`src/rtl/lp_req_pkg.sv`:
```
package lp_req_pkg;

    typedef enum logic [2:0] {
        ST_IDLE        = 3'd0,
        ST_LP_ENTER    = 3'd1,
        ST_LP_ACTIVE   = 3'd2,
        ST_WAIT_RELOCK = 3'd3,
        ST_EXIT        = 3'd4
    } lp_state_e;

    // Log-scale codes: all-ones (unlimited) naturally compares above every
    // finite code, so a plain unsigned compare implements the rule.
    function automatic logic wake_exceeds(input logic [7:0] code,
                                          input logic [7:0] thresh);
        return code > thresh;
    endfunction

endpackage

```
`src/rtl/lp_session_capture.sv`:
```
module lp_session_capture #(
    parameter int            CODE_W     = 4,
    parameter logic [CODE_W-1:0] RST_THRESH = 4'b1100
) (
    input  logic              clk,
    input  logic              rst_n,
    input  logic              load,
    input  logic [CODE_W-1:0] wake_code,
    input  logic [CODE_W-1:0] wake_thresh,
    input  logic              pll_pd_en,
    input  logic              io_pd_en,
    output logic              pll_go,
    output logic              io_go
);
    import lp_req_pkg::*;

    localparam int PAD_W = 8 - CODE_W;

    logic [CODE_W-1:0] code_q;
    logic [CODE_W-1:0] thresh_q;
    logic              pll_en_q;
    logic              io_en_q;

    always_ff @(posedge clk or negedge rst_n) begin
        if (!rst_n) begin
            code_q   <= '0;
            thresh_q <= RST_THRESH;
            pll_en_q <= 1'b1;
            io_en_q  <= 1'b1;
        end else if (load) begin
            code_q   <= wake_code;
            thresh_q <= wake_thresh;
            pll_en_q <= pll_pd_en;
            io_en_q  <= io_pd_en;
        end
    end

    always_comb begin
        pll_go = pll_en_q && wake_exceeds({{PAD_W{1'b0}}, code_q},
                                          {{PAD_W{1'b0}}, thresh_q});
        io_go  = io_en_q;
    end

    // without a load the session decision cannot move
    a_r8_session_held: assert property (@(posedge clk) disable iff (!rst_n)
        !load |=> ($stable(pll_go) && $stable(io_go)));

endmodule

```
`src/rtl/lp_ctrl_fsm.sv`:
```
module lp_ctrl_fsm (
    input  logic clk,
    input  logic rst_n,
    input  logic req_any,
    input  logic pll_go,
    input  logic io_go,
    input  logic pll_locked,
    output logic cap_load,
    output logic ack,
    output logic io_pd,
    output logic pll_pd
);
    import lp_req_pkg::*;

    lp_state_e state_q, state_d;

    always_ff @(posedge clk or negedge rst_n) begin
        if (!rst_n) state_q <= ST_IDLE;
        else        state_q <= state_d;
    end

    always_comb begin
        state_d  = state_q;
        cap_load = 1'b0;
        unique case (state_q)
            ST_IDLE: begin
                if (req_any) begin
                    state_d  = ST_LP_ENTER;
                    cap_load = 1'b1;
                end
            end
            ST_LP_ENTER: begin
                state_d = req_any ? ST_LP_ACTIVE : ST_EXIT;
            end
            ST_LP_ACTIVE: begin
                if (!req_any) state_d = pll_go ? ST_WAIT_RELOCK : ST_EXIT;
            end
            ST_WAIT_RELOCK: begin
                if (req_any) begin
                    state_d  = ST_LP_ENTER;
                    cap_load = 1'b1;
                end else if (pll_locked) begin
                    state_d = ST_EXIT;
                end
            end
            ST_EXIT: state_d = ST_IDLE;
            default: state_d = ST_IDLE;
        endcase
    end

    always_comb begin
        ack    = 1'b0;
        io_pd  = 1'b0;
        pll_pd = 1'b0;
        unique case (state_q)
            ST_IDLE:        ;
            ST_LP_ENTER:    ack = 1'b1;
            ST_LP_ACTIVE: begin
                ack    = 1'b1;
                io_pd  = io_go;
                pll_pd = pll_go;
            end
            ST_WAIT_RELOCK: ack = 1'b1;
            ST_EXIT:        ;
            default:        ;
        endcase
    end

    // a request seen in idle is acknowledged on the next cycle
    a_r2_ack_follows_req: assert property (@(posedge clk) disable iff (!rst_n)
        (state_q == ST_IDLE && req_any) |=> ack);

    // while relock is pending and no lock is seen, ack holds and power stays on
    a_r7_hold_until_lock: assert property (@(posedge clk) disable iff (!rst_n)
        (state_q == ST_WAIT_RELOCK && !req_any && !pll_locked)
        |=> (ack && !pll_pd && !io_pd));

    // a request during relock never lets ack drop
    a_r9_reentry_keeps_ack: assert property (@(posedge clk) disable iff (!rst_n)
        (state_q == ST_WAIT_RELOCK && req_any) |=> (ack && !io_pd && !pll_pd));

endmodule

```
`src/rtl/lp_req_handler.sv`:
```
module lp_req_handler #(
    parameter int                CODE_W     = 4,
    parameter logic [CODE_W-1:0] RST_THRESH = 4'b1100
) (
    input  logic              clk,
    input  logic              rst_n,
    input  logic              lp_ctrl_req,
    input  logic              lp_data_req,
    input  logic [CODE_W-1:0] lp_wake_code,
    input  logic [CODE_W-1:0] cfg_wake_thresh,
    input  logic              cfg_pll_pd_en,
    input  logic              cfg_io_pd_en,
    input  logic              pll_locked,
    output logic              lp_ack,
    output logic              io_pwr_down,
    output logic              pll_pwr_down
);
    logic req_any;
    logic cap_load;
    logic pll_go;
    logic io_go;

    assign req_any = lp_ctrl_req | lp_data_req;

    lp_session_capture #(
        .CODE_W     (CODE_W),
        .RST_THRESH (RST_THRESH)
    ) u_capture (
        .clk         (clk),
        .rst_n       (rst_n),
        .load        (cap_load),
        .wake_code   (lp_wake_code),
        .wake_thresh (cfg_wake_thresh),
        .pll_pd_en   (cfg_pll_pd_en),
        .io_pd_en    (cfg_io_pd_en),
        .pll_go      (pll_go),
        .io_go       (io_go)
    );

    lp_ctrl_fsm u_fsm (
        .clk        (clk),
        .rst_n      (rst_n),
        .req_any    (req_any),
        .pll_go     (pll_go),
        .io_go      (io_go),
        .pll_locked (pll_locked),
        .cap_load   (cap_load),
        .ack        (lp_ack),
        .io_pd      (io_pwr_down),
        .pll_pd     (pll_pwr_down)
    );

    // power-down is only ever asserted under an acknowledge
    a_r3_pd_under_ack: assert property (@(posedge clk) disable iff (!rst_n)
        (io_pwr_down || pll_pwr_down) |-> lp_ack);

    // the PLL always comes back up before the acknowledge is released
    a_r7_pll_up_before_release: assert property (@(posedge clk) disable iff (!rst_n)
        $fell(pll_pwr_down) |-> lp_ack);

    // power-down never drops while a request is still held
    a_r6_no_early_powerup: assert property (@(posedge clk) disable iff (!rst_n)
        (io_pwr_down && req_any) |=> (io_pwr_down || !lp_ack || !req_any));

endmodule

```
`config.mk`:
```
export PLATFORM = sky130hd
export DESIGN_NAME = lp_req_handler
export DESIGN_NICKNAME = d
export VERILOG_FILES = /design/src/rtl/lp_req_pkg.sv /design/src/rtl/lp_session_capture.sv /design/src/rtl/lp_ctrl_fsm.sv /design/src/rtl/lp_req_handler.sv
export SDC_FILE = /design/constraint.sdc
export NUM_CORES = 1
export LEC_CHECK = 0
export CORE_AREA = 2 2 49 42
export CTS_CLUSTER_SIZE = 14
export DETAILED_ROUTE_END_ITERATION = 8
export DIE_AREA = 0 0 51 44
export PLACE_DENSITY_LB_ADDON = 0.12
export SETUP_SLACK_MARGIN = 0.4
export SLEW_MARGIN = 10
export SYNTH_ARGS = -nofsm -noshare
export SYNTH_HDL_FRONTEND = slang
export SYNTH_SLANG_ARGS = --single-unit
```
`constraint.sdc`:
```
create_clock -name clk -period 3.5 [get_ports clk]
set_input_delay 1.05 -clock clk [delete_from_list [all_inputs] [get_ports clk]]
set_output_delay 1.05 -clock clk [all_outputs]
set_load 0.02 [all_outputs]
```
==> summary.md, run 1 <==
| Metric | Value |
|---|---|
| Seq. cell area | `330 um^2` |
| Sw Ratio | `35.0%` |
| Drc violations | `0` |
| Setup crit start kind | `flop` |
| Die height | `44 um` |
| EDFF count, synth | `0` |
| Worst-path clk slew | `0.07 ns` |
| Logic pwr share | `49.2%` |
| Drt pass-1 iters | `3` |
| Syn. warnings | `0` |
| CP max stage cell | `dfstp_2` |
| Worst setup EP type | `output pin` |
| Gpl congestion | `0.767` |
| Total number of vias | `486` |
| Layout cell share with drive strength beyond 1 | `27.5%` |
| Max-slew violation count | `0` |
| Crit path cell chain | `inv_1 -> ha_1 -> nand4_1 -> nand3_1 -> a21oi_1 -> dlygate4sd2_1` |
| HP Class | `reg -> reg` |
| DIE AREA | `2240 um^2` |
| Root Buffer | `clkbuf_4` |
| Core footprint | `1770 um^2` |
| Reg2reg path depth | `4` |
| Synthesized flop and latch total | `13` |
| Crit-path max cell delay | `0.53 ns` |
| Worst path required time | `2.45 ns` |
| Area of the multi-input gates | `348 um^2` |
| Overall power | `0.760 mW` |
| Global Route Usage Sum | `11.8%` |
| VDD IR-drop max | `0.000369 V` |
| Syn Area/Cell | `11.7 um^2` |
| Crit Path Category | `reg -> out` |
| Max Root-Sink Buffers | `2` |
| Chip width | `51 um` |
| ANT cells | `0` |
| Starting Density | `39.2%` |
| Buffers added on ports | `17` |
| DR WL/cell | `10.6 um` |
| Row Count | `14` |
| IO Pins | `18` |
| DRT iter0 DRCs | `8` |
| CTS Buf Count | `3` |
| Dpl hpwl | `911 um` |
| Post-cts resize count | `1` |
| Synth area leader | `dfrtp_1` |
| Post-synthesis cell area | `693 um^2` |
| Status | `completed` |
| Synth area leaders | `dfrtp_1 (32%), mux2_2 (16%), dfstp_2 (15%)` |
| Post-detailed-route via-to-cell ratio | `4.67` |
| Final period util | `84.7%` |
| Postcts setup bufs | `0` |
| H-tree levels | `1` |
| Synth Instances | `59` |
| Initial antenna violation count | `0` |
| # clock sinks | `13` |
| Cell variety after synth | `24` |
| Hold_buf cts | `0` |
| Final Hold Viols | `0` |
| Period minus WS final | `2.97 ns` |
| Post-route setup TNS | `0 ns` |
| Finished Core Util | `51.9%` |
| Crit-path max FO | `3` |
| Pint | `0.493 mW` |
| Endpoints failing setup | `0` |
| Syn Nets | `78` |
| RSZ-0062 raised after global routing | `no` |
| Clk_lat worst skew | `0.27 ns` |
| Switching pwr | `0.266 mW` |
| Final wirelength | `1100 um` |
| Fillers | `164` |
| Vias in the first global route | `427` |
| Clock power share | `11.6%` |
| Post-synth top area share | `32.5%` |
| Relative max-transition margin | `63.7%` |
| Power Density | `827 nW/um^2` |
| Dominant synthesized flop cell | `dfrtp_1` |
| FMAX | `0.337 GHz` |
| TritonCTS clock tree | `built` |
| Max-cap violations | `0` |
| DP Area | `893 um^2` |
| Finished Cell Area | `918 um^2` |
| Nets@finish | `100` |
| Pin count of the biggest net entering global routing | `14` |
| Worst hold stages | `1` |
| Leakage | `0.392 nW` |
| Worst slew pin tran | `0.543 ns` |
| Synth top cells by count | `mux2_2 (10), dfrtp_1 (9)` |
| CP Data Arrival Time | `1.92 ns` |
| Asr flop ratio synth | `100%` |
| Post-Route Skew | `0.000573 ns` |
| Sequential-to-total area share from yosys stat | `47.7%` |
| Most common cell in the netlist | `mux2_2` |
| First-pass GRT wire length | `1900 um` |
| Seq pwr share | `39.2%` |
| Post-route ant nets | `0` |
| P&R area growth vs syn | `32.5%` |
| GRT Residual Overflow | `0` |
==> path summary, 6_finish.rpt <==
check	slack, ns	start	endpoint
setup / recovery	0.53	u_capture.thresh_q[3]	pll_pwr_down
hold / removal	0.51	u_capture.thresh_q[1]	u_capture.thresh_q[1]
setup reg to reg	1.84	u_fsm.state_q[0]	u_capture.code_q[0]
hold reg to reg	0.51	u_capture.thresh_q[1]	u_capture.thresh_q[1]
max in group asynchronous	2.00	rst_n	u_capture.thresh_q[3]
min in group asynchronous	1.13	rst_n	u_capture.thresh_q[0]
==> sequential cells by signal, indices dropped and copies added, names as in the netlist <==
name	cells
u_capture.code_q	4
u_capture.thresh_q	4
u_fsm.state_q	3
u_capture.io_go	1
u_capture.pll_en_q	1
==> critical path, delay by kind of cell, from the launching register on <==
| kind | cells | cell delay [ns] |
|---|---|---|
| compound gates | 1 | 0.20 |
| buf+inv | 2 | 0.40 |
| simple gates | 2 | 0.21 |
| fa+ha+maj | 1 | 0.31 |
| flops | 1 | 0.53 |
==> placed cells by master (no fill, tap or decap) <==
| cell | count |
|---|---|
| a211oi_1 | 1 |
| nor2_2 | 1 |
| o21bai_1 | 1 |
| clkbuf_1 | 1 |
| a21oi_1 | 4 |
| o21ai_0 | 2 |
| o211ai_1 | 1 |
| and2_1 | 1 |
| inv_1 | 4 |
| nor2b_4 | 1 |
| nor3_4 | 1 |
| nand4_1 | 1 |
| nand2_1 | 2 |
| a21o_1 | 1 |
| nand3_1 | 2 |
| nor2b_1 | 1 |
| clkbuf_4 | 3 |
| mux2_2 | 10 |
| dfstp_2 | 4 |
| nand3b_1 | 1 |
| dfrtp_1 | 9 |
| dlygate4sd2_1 | 1 |
| a21o_2 | 1 |
| clkdlybuf4s50_1 | 16 |
| nor2_1 | 3 |
| nor3b_1 | 2 |
| or4b_2 | 1 |
| ha_1 | 4 |
==> kinds of logic after synthesis <==
group / synth area share (%)
AO/OA/AOI/OAI: 9.93
adder cells (fa/ha/maj): 7.22
buffers and inverters: 2.17
flip-flops: 47.7
multiplexers: 16.2
AND/OR/NAND/NOR: 16.8
==> power by group through the flow <==
stage | Combinational (mW) | Sequential [mW] | Clock (mW)
6_report | 0.373 | 0.298 | 0.0881
5_1_grt | 0.424 | 0.312 | 0.101
4_1_cts | 0.384 | 0.299 | 0.0931
3_5_place_dp | 0.385 | 0.301 | 0
3_3_place_gp | 0.381 | 0.299 | 0
2_1_floorplan | 0.295 | 0.285 | 0
==> cell type report <==
class / instances / area share [%]
multi-input combinational: 42 / 37.9
sequential: 13 / 36.0
inverter: 4 / 1.63
tap: 24 / 3.27
timing repair buffer: 17 / 18.4
clock buffer: 4 / 2.86
==> stage by stage <==
step | worst slack [ns] | hold WS, ns | std cells
finish | 0.535 | 0.511 | 104
global route | 0.403 | 0.537 | 104
CTS | 0.506 | 0.517 | 104
detailed placement | 0.522 | 0.501 | 100
global placement | 0.555 | 0.495 | 100
floorplan | 1.01 | 0.481 | 59
==> layer usage <==
| layer | wire, um | track usage (%) | up-vias |
|---|---|---|---|
| li1 | - | - | 254 |
| met1 | 554 | 15.7 | 220 |
| met2 | 464 | 17.4 | 12 |
| met3 | 81 | 6.55 | 0 |
| met4 | 0 | 1.62 | 0 |
| met5 | 0 | 0 | - |
Power figures use the tool's default switching activity.
==> inputs of run 2 (changes only) <==
- clock period: 3.5 -> 2.57 ns (I/O delays scaled with it)
==> summary.md, run 2 (synthesis results as in run 1) <==
| Metric | Value |
|---|---|
| Vias in the first global route | `597 (was 427)` |
| Worst-path clk slew | `0.08 ns (was 0.07 ns)` |
| M3 GR Usage | `6.90% (was 6.55%)` |
| P&R area growth vs syn | `59.0% (was 32.5%)` |
| Global Route Usage Sum | `16.0% (was 11.8%)` |
| Fillers | `152 (was 164)` |
| TritonCTS clock tree | `built (unchanged)` |
| Worst setup EP type | `output pin (unchanged)` |
| Finished Core Util | `62.3% (was 51.9%)` |
| Layout cell share with drive strength beyond 1 | `51.0% (was 27.5%)` |
| Post-detailed-route via-to-cell ratio | `4.77 (was 4.67)` |
| Nets@finish | `116 (was 100)` |
| # clock sinks | `13 (unchanged)` |
| RSZ-0062 raised after global routing | `yes (was no)` |
| CTS Buf Count | `3 (unchanged)` |
| Max Root-Sink Buffers | `2 (unchanged)` |
| Post-route ant nets | `0 (unchanged)` |
| Commonest cells after routing, fill and taps aside | `clkdlybuf4s50_1 (14), buf_4 (13), mux2_2 (10) (was clkdlybuf4s50_1 (16), mux2_2 (10), dfrtp_1 (9))` |
| VDD IR-drop max | `0.000552 V (was 0.000369 V)` |
| Endpoints failing setup | `0 (unchanged)` |
| Top Registers | `u_capture.code_q (4), u_capture.thresh_q (4), u_fsm.state_q (3) (unchanged)` |
| Reg2reg path depth | `16 (was 4)` |
| Met1 GRT Util | `19.0% (was 15.7%)` |
| CP Data Arrival Time | `1.69 ns (was 1.92 ns)` |
| Met2 global-route usage | `26.2% (was 17.4%)` |
| Final Hold Viols | `0 (unchanged)` |
| HP Class | `reg -> reg (unchanged)` |
| Setup crit start | `u_capture.thresh_q[3] (unchanged)` |
| Final wirelength | `1490 um (was 1100 um)` |
| Chip width | `51 um (unchanged)` |
| FMAX | `0.407 GHz` |
| Initial antenna violation count | `0 (unchanged)` |
| H-tree levels | `1 (unchanged)` |
| Worst R2R Setup Slack | `0.15 ns (was 1.84 ns)` |
| Row Count | `14 (unchanged)` |
| Root Buffer | `clkbuf_4 (unchanged)` |
| Grt peak-use layer | `met2 (unchanged)` |
| Hold_sp | `u_capture.code_q[0] (was u_capture.thresh_q[1])` |
| Max-slew violation count | `0 (unchanged)` |
| Leakage | `0.475 nW (was 0.392 nW)` |
| Status | `completed (unchanged)` |
| Setup crit start kind | `flop (unchanged)` |
| RR Startpoint | `u_capture.thresh_q[3] (was u_fsm.state_q[0])` |
| IO Pins | `18 (unchanged)` |
| Commonest non-fill, non-tap cell in the layout | `clkdlybuf4s50_1 (unchanged)` |
| Worst hold stages | `1 (unchanged)` |
| Die height | `44 um (unchanged)` |
| Final non-filler cell total | `120 (was 104)` |
| Drc violations | `0 (unchanged)` |
| Post-Route Skew | `0.00584 ns (was 0.000573 ns)` |
| Hold Slack | `0.513 ns (was 0.511 ns)` |
| Pin count of the biggest net entering global routing | `14 (unchanged)` |
| Clk_lat worst skew | `0.27 ns (about the same)` |
| DRT iter0 DRCs | `3 (was 8)` |
| DIE AREA | `2240 um^2 (unchanged)` |
| DR WL/cell | `12.5 um (was 10.6 um)` |
| Starting Density | `39.2% (unchanged)` |
| Relative max-transition margin | `62.2% (was 63.7%)` |
| Crit-path max FO | `3 (unchanged)` |
| Gpl congestion | `0.745 (was 0.767)` |
| Core footprint | `1770 um^2 (unchanged)` |
| Period minus WS final | `2.46 ns` |
| Dpl hpwl | `997 um (was 911 um)` |
| Worst slew pin tran | `0.565 ns (was 0.543 ns)` |
| Drt pass-1 iters | `4 (was 3)` |
| First-pass GRT wire length | `2530 um (was 1900 um)` |
| Cells after DPL | `104 (was 100)` |
| Power Density | `1230 nW/um^2 (was 827 nW/um^2)` |
| GRT Residual Overflow | `0 (unchanged)` |
| ANT cells | `0 (unchanged)` |
| Worst path required time | `1.80 ns (was 2.45 ns)` |
| Crit Path Category | `reg -> out (unchanged)` |
| Buffers added on ports | `17 (unchanged)` |
| Max-cap violations | `0 (unchanged)` |
| Total number of vias | `572 (was 486)` |
| Final period util | `95.6%` |
-- run 2: cell count changes in the layout (fill, tap and decap cells not counted), sizes merged --
cell	before	now
dlygate4sd2	1	0
buf	0	17
clkbuf	4	5
clkdlybuf4s50	16	14
clkdlybuf4s15	0	1
-- run 2: report_power, final --
part           internal, mW  switching (mW)
Sequential            0.330          0.0687
Combinational         0.487           0.347
Clock                0.0602          0.0639
Total                 0.878           0.480
-- run 2: worst max-delay path, cell delays in order, from the launching register on --
cell,delay [ns]
dfstp_2,0.54
inv_2,0.04
ha_4,0.21
nand4_1,0.12
buf_4,0.13
nand3_2,0.06
a21oi_2,0.17
buf_6,0.14
-- run 2: area by class of cell --
type / instances / area [um^2] / share of cell area [%]
clock buffer: 4 / 26.3 / 2.38
inverter: 4 / 15.0 / 1.36
multi-input combinational: 42 / 403 / 36.5
sequential: 13 / 330 / 30.0
tap: 24 / 30.0 / 2.72
timing repair buffer: 33 / 298 / 27.0
-- run 2: path summary, 6_finish.rpt --
| kind | endpoint |
|---|---|
| setup reg to reg | u_fsm.state_q[2] |
| min in group asynchronous | u_capture.code_q[1] |
| hold / removal | u_capture.code_q[0] |
| setup / recovery | pll_pwr_down |
| hold reg to reg | u_capture.code_q[0] |
| max in group asynchronous | u_capture.io_go |
-- run 2: what timing repair did --
item / 4_1_cts / 5_1_grt
resized for setup: 11 / 12
setup buffers: 11 / 1
pin swaps: 3 / 5
hold buffers: 0 / 0
setup endpoints to repair: 3 / 4
-- run 2: per-layer routing --
layer / share of wire, % / vias to the layer above / wire length [um]
met5: 0 / - / 0
li1: - / 290 / -
met2: 48 / 15 / 717
met1: 44 / 265 / 662
met3: 5.8 / 2 / 87
met4: 1.8 / 0 / 27
-- run 2: per-stage QoR --
step                      setup TNS, ns  total power [mW]  cell area, um^2  setup WS [ns]
after floorplan                       0             0.797              697          0.489
after global placement          -0.0454             0.976              927        -0.0454
after detailed placement        -0.0651             0.990              927        -0.0651
after CTS                             0              1.27             1060          0.153
after global routing                  0              1.46             1100         0.0456
final                                 0              1.36             1100          0.113
==> inputs of run 3 (changes only) <==
- clock period: 2.57 -> 2.7 ns (I/O delays scaled with it)
==> summary.md, run 3 (synthesis results as in run 1) <==
| Metric | Value |
|---|---|
| ANT cells | `0 (unchanged)` |
| CP Data Arrival Time | `1.58 ns (was 1.69 ns)` |
| FMAX | `0.419 GHz` |
| Cells after DPL | `103 (was 104)` |
| IO Pins | `18 (unchanged)` |
| DR WL/cell | `11.6 um (was 12.5 um)` |
| Layout cell share with drive strength beyond 1 | `39.8% (was 51.0%)` |
| Leakage | `0.411 nW (was 0.475 nW)` |
| Crit Path Category | `reg -> out (unchanged)` |
| Top Registers | `u_capture.code_q (4), u_capture.thresh_q (4), u_fsm.state_q (3) (unchanged)` |
| Worst slew pin tran | `0.571 ns (was 0.565 ns)` |
| Core footprint | `1770 um^2 (unchanged)` |
| Seq. cell area | `332 um^2 (was 330 um^2)` |
| Worst setup EP type | `output pin (unchanged)` |
| CTS Buf Count | `3 (unchanged)` |
| Crit path cell chain | `inv_2 -> ha_4 -> o211ai_1 -> a21oi_2 -> buf_4 (was inv_2 -> ha_4 -> nand4_1 -> buf_4 -> nand3_2 -> a21oi_2 -> buf_6)` |
| Crit-path max FO | `3 (unchanged)` |
| Fillers | `162 (was 152)` |
| Post-Route Skew | `0.00381 ns (was 0.00584 ns)` |
| Nets@finish | `103 (was 116)` |
| Max Root-Sink Buffers | `2 (unchanged)` |
| Drc violations | `0 (unchanged)` |
| Max-slew violation count | `0 (unchanged)` |
| Drt pass-1 iters | `2 (was 4)` |
| Post-route setup TNS | `0 ns (unchanged)` |
| Final Hold Viols | `0 (unchanged)` |
| Worst path required time | `1.89 ns (was 1.80 ns)` |
| Gpl congestion | `0.765 (was 0.745)` |
| First-pass GRT wire length | `2280 um (was 2530 um)` |
| DP Area | `916 um^2 (was 927 um^2)` |
| Power Density | `1110 nW/um^2 (was 1230 nW/um^2)` |
| Crit path depth | `5 (was 7)` |
| Finished Cell Area | `976 um^2 (was 1100 um^2)` |
| GRT Residual Overflow | `0 (unchanged)` |
| Total number of vias | `537 (was 572)` |
| CP max stage cell | `dfstp_2 (unchanged)` |
| Endpoints failing setup | `0 (unchanged)` |
| Die height | `44 um (unchanged)` |
| Dpl hpwl | `971 um (was 997 um)` |
| Clk_lat worst skew | `0.27 ns (about the same)` |
| VDD IR-drop max | `0.000618 V (was 0.000552 V)` |
| Period minus WS final | `2.39 ns` |
| Initial antenna violation count | `0 (unchanged)` |
| Status | `completed (unchanged)` |
| HP Class | `reg -> reg (unchanged)` |
| Buffers added on ports | `17 (unchanged)` |
| CP top delay family | `flip-flops (unchanged)` |
| Row Count | `14 (unchanged)` |
| P&R area growth vs syn | `40.8% (was 59.0%)` |
| Post-route ant nets | `0 (unchanged)` |
| Final wirelength | `1250 um (was 1490 um)` |
| Postcts setup bufs | `0 (was 11)` |
| Root Buffer | `clkbuf_4 (unchanged)` |
| Final period util | `88.4%` |
| Crit-path max cell delay | `0.54 ns (about the same)` |
| Setup crit start kind | `flop (unchanged)` |
| Buf/Inv on CP | `2 (was 3)` |
| Relative max-transition margin | `61.8% (was 62.2%)` |
| Reg2reg path depth | `5 (was 16)` |
| RSZ-0062 raised after global routing | `yes (unchanged)` |
| Finished Core Util | `55.2% (was 62.3%)` |
| Pin count of the biggest net entering global routing | `14 (unchanged)` |
| Vias in the first global route | `526 (was 597)` |
| Hold Slack | `0.510 ns (was 0.513 ns)` |
| DIE AREA | `2240 um^2 (unchanged)` |
| Starting Density | `39.2% (unchanged)` |
| TritonCTS clock tree | `built (unchanged)` |
| Max-cap violations | `0 (unchanged)` |
| Hold_buf cts | `0 (unchanged)` |
| DRT iter0 DRCs | `6 (was 3)` |
| Commonest non-fill, non-tap cell in the layout | `clkdlybuf4s50_1 (unchanged)` |
| # clock sinks | `13 (unchanged)` |
| Global Route Usage Sum | `13.9% (was 16.0%)` |
| Worst-path clk slew | `0.08 ns (about the same)` |
| Area of the multi-input gates | `385 um^2 (was 403 um^2)` |
| Commonest cells after routing, fill and taps aside | `clkdlybuf4s50_1 (14), mux2_2 (10), dfrtp_1 (8) (was clkdlybuf4s50_1 (14), buf_4 (13), mux2_2 (10))` |
| H-tree levels | `1 (unchanged)` |
| Chip width | `51 um (unchanged)` |
| Final non-filler cell total | `107 (was 120)` |
| Post-detailed-route via-to-cell ratio | `5.02 (was 4.77)` |
| Worst hold stages | `1 (unchanged)` |
-- run 3: power breakdown --
| group | switching [mW] | internal (mW) |
|---|---|---|
| clock | 0.0599 | 0.0573 |
| sequential | 0.0680 | 0.315 |
| combinational | 0.263 | 0.318 |
-- run 3: worst paths after layout --
path,from,to,slack (ns)
setup / recovery,u_capture.thresh_q[3],pll_pwr_down,0.31
hold / removal,u_capture.code_q[0],u_capture.code_q[0],0.51
setup reg to reg,u_fsm.state_q[0],u_capture.code_q[0],0.93
hold reg to reg,u_capture.code_q[0],u_capture.code_q[0],0.51
max in group asynchronous,rst_n,u_fsm.state_q[1],1.40
min in group asynchronous,rst_n,u_capture.thresh_q[0],0.90
-- run 3: per-stage QoR --
stage / setup slack [ns] / total power [mW]
global route: 0.212 / 1.18
finish: 0.314 / 1.08
detailed placement: 0.0136 / 0.914
global placement: 0.0264 / 0.905
floorplan: 0.446 / 0.752
CTS: 0.217 / 1.07
-- run 3: per-layer routing --
| layer | share of wire [%] | GRT usage [%] |
|---|---|---|
| met1 | 48 | 18.3 |
| met2 | 46 | 21.8 |
| met4 | 0.48 | 1.62 |
| met5 | 0 | 0 |
| met3 | 5.7 | 6.21 |
-- run 3: area by class of cell --
| cell class | count | area share (%) |
|---|---|---|
| Inverter | 4 | 1.54 |
| Multi-Input combinational cell | 42 | 39.5 |
| Timing Repair Buffer | 20 | 19.2 |
| Sequential cell | 13 | 34.0 |
| Clock buffer | 4 | 2.69 |
| Tap cell | 24 | 3.08 |
-- run 3: timing repair --
| action | 4_1_cts | 5_1_grt |
|---|---|---|
| hold endpoints to repair | 0 | 0 |
| pin swaps | 1 | 4 |
| cloned | 0 | 0 |
| gates resized for setup | 12 | 2 |
| endpoints found under the setup margin | 3 | 1 |
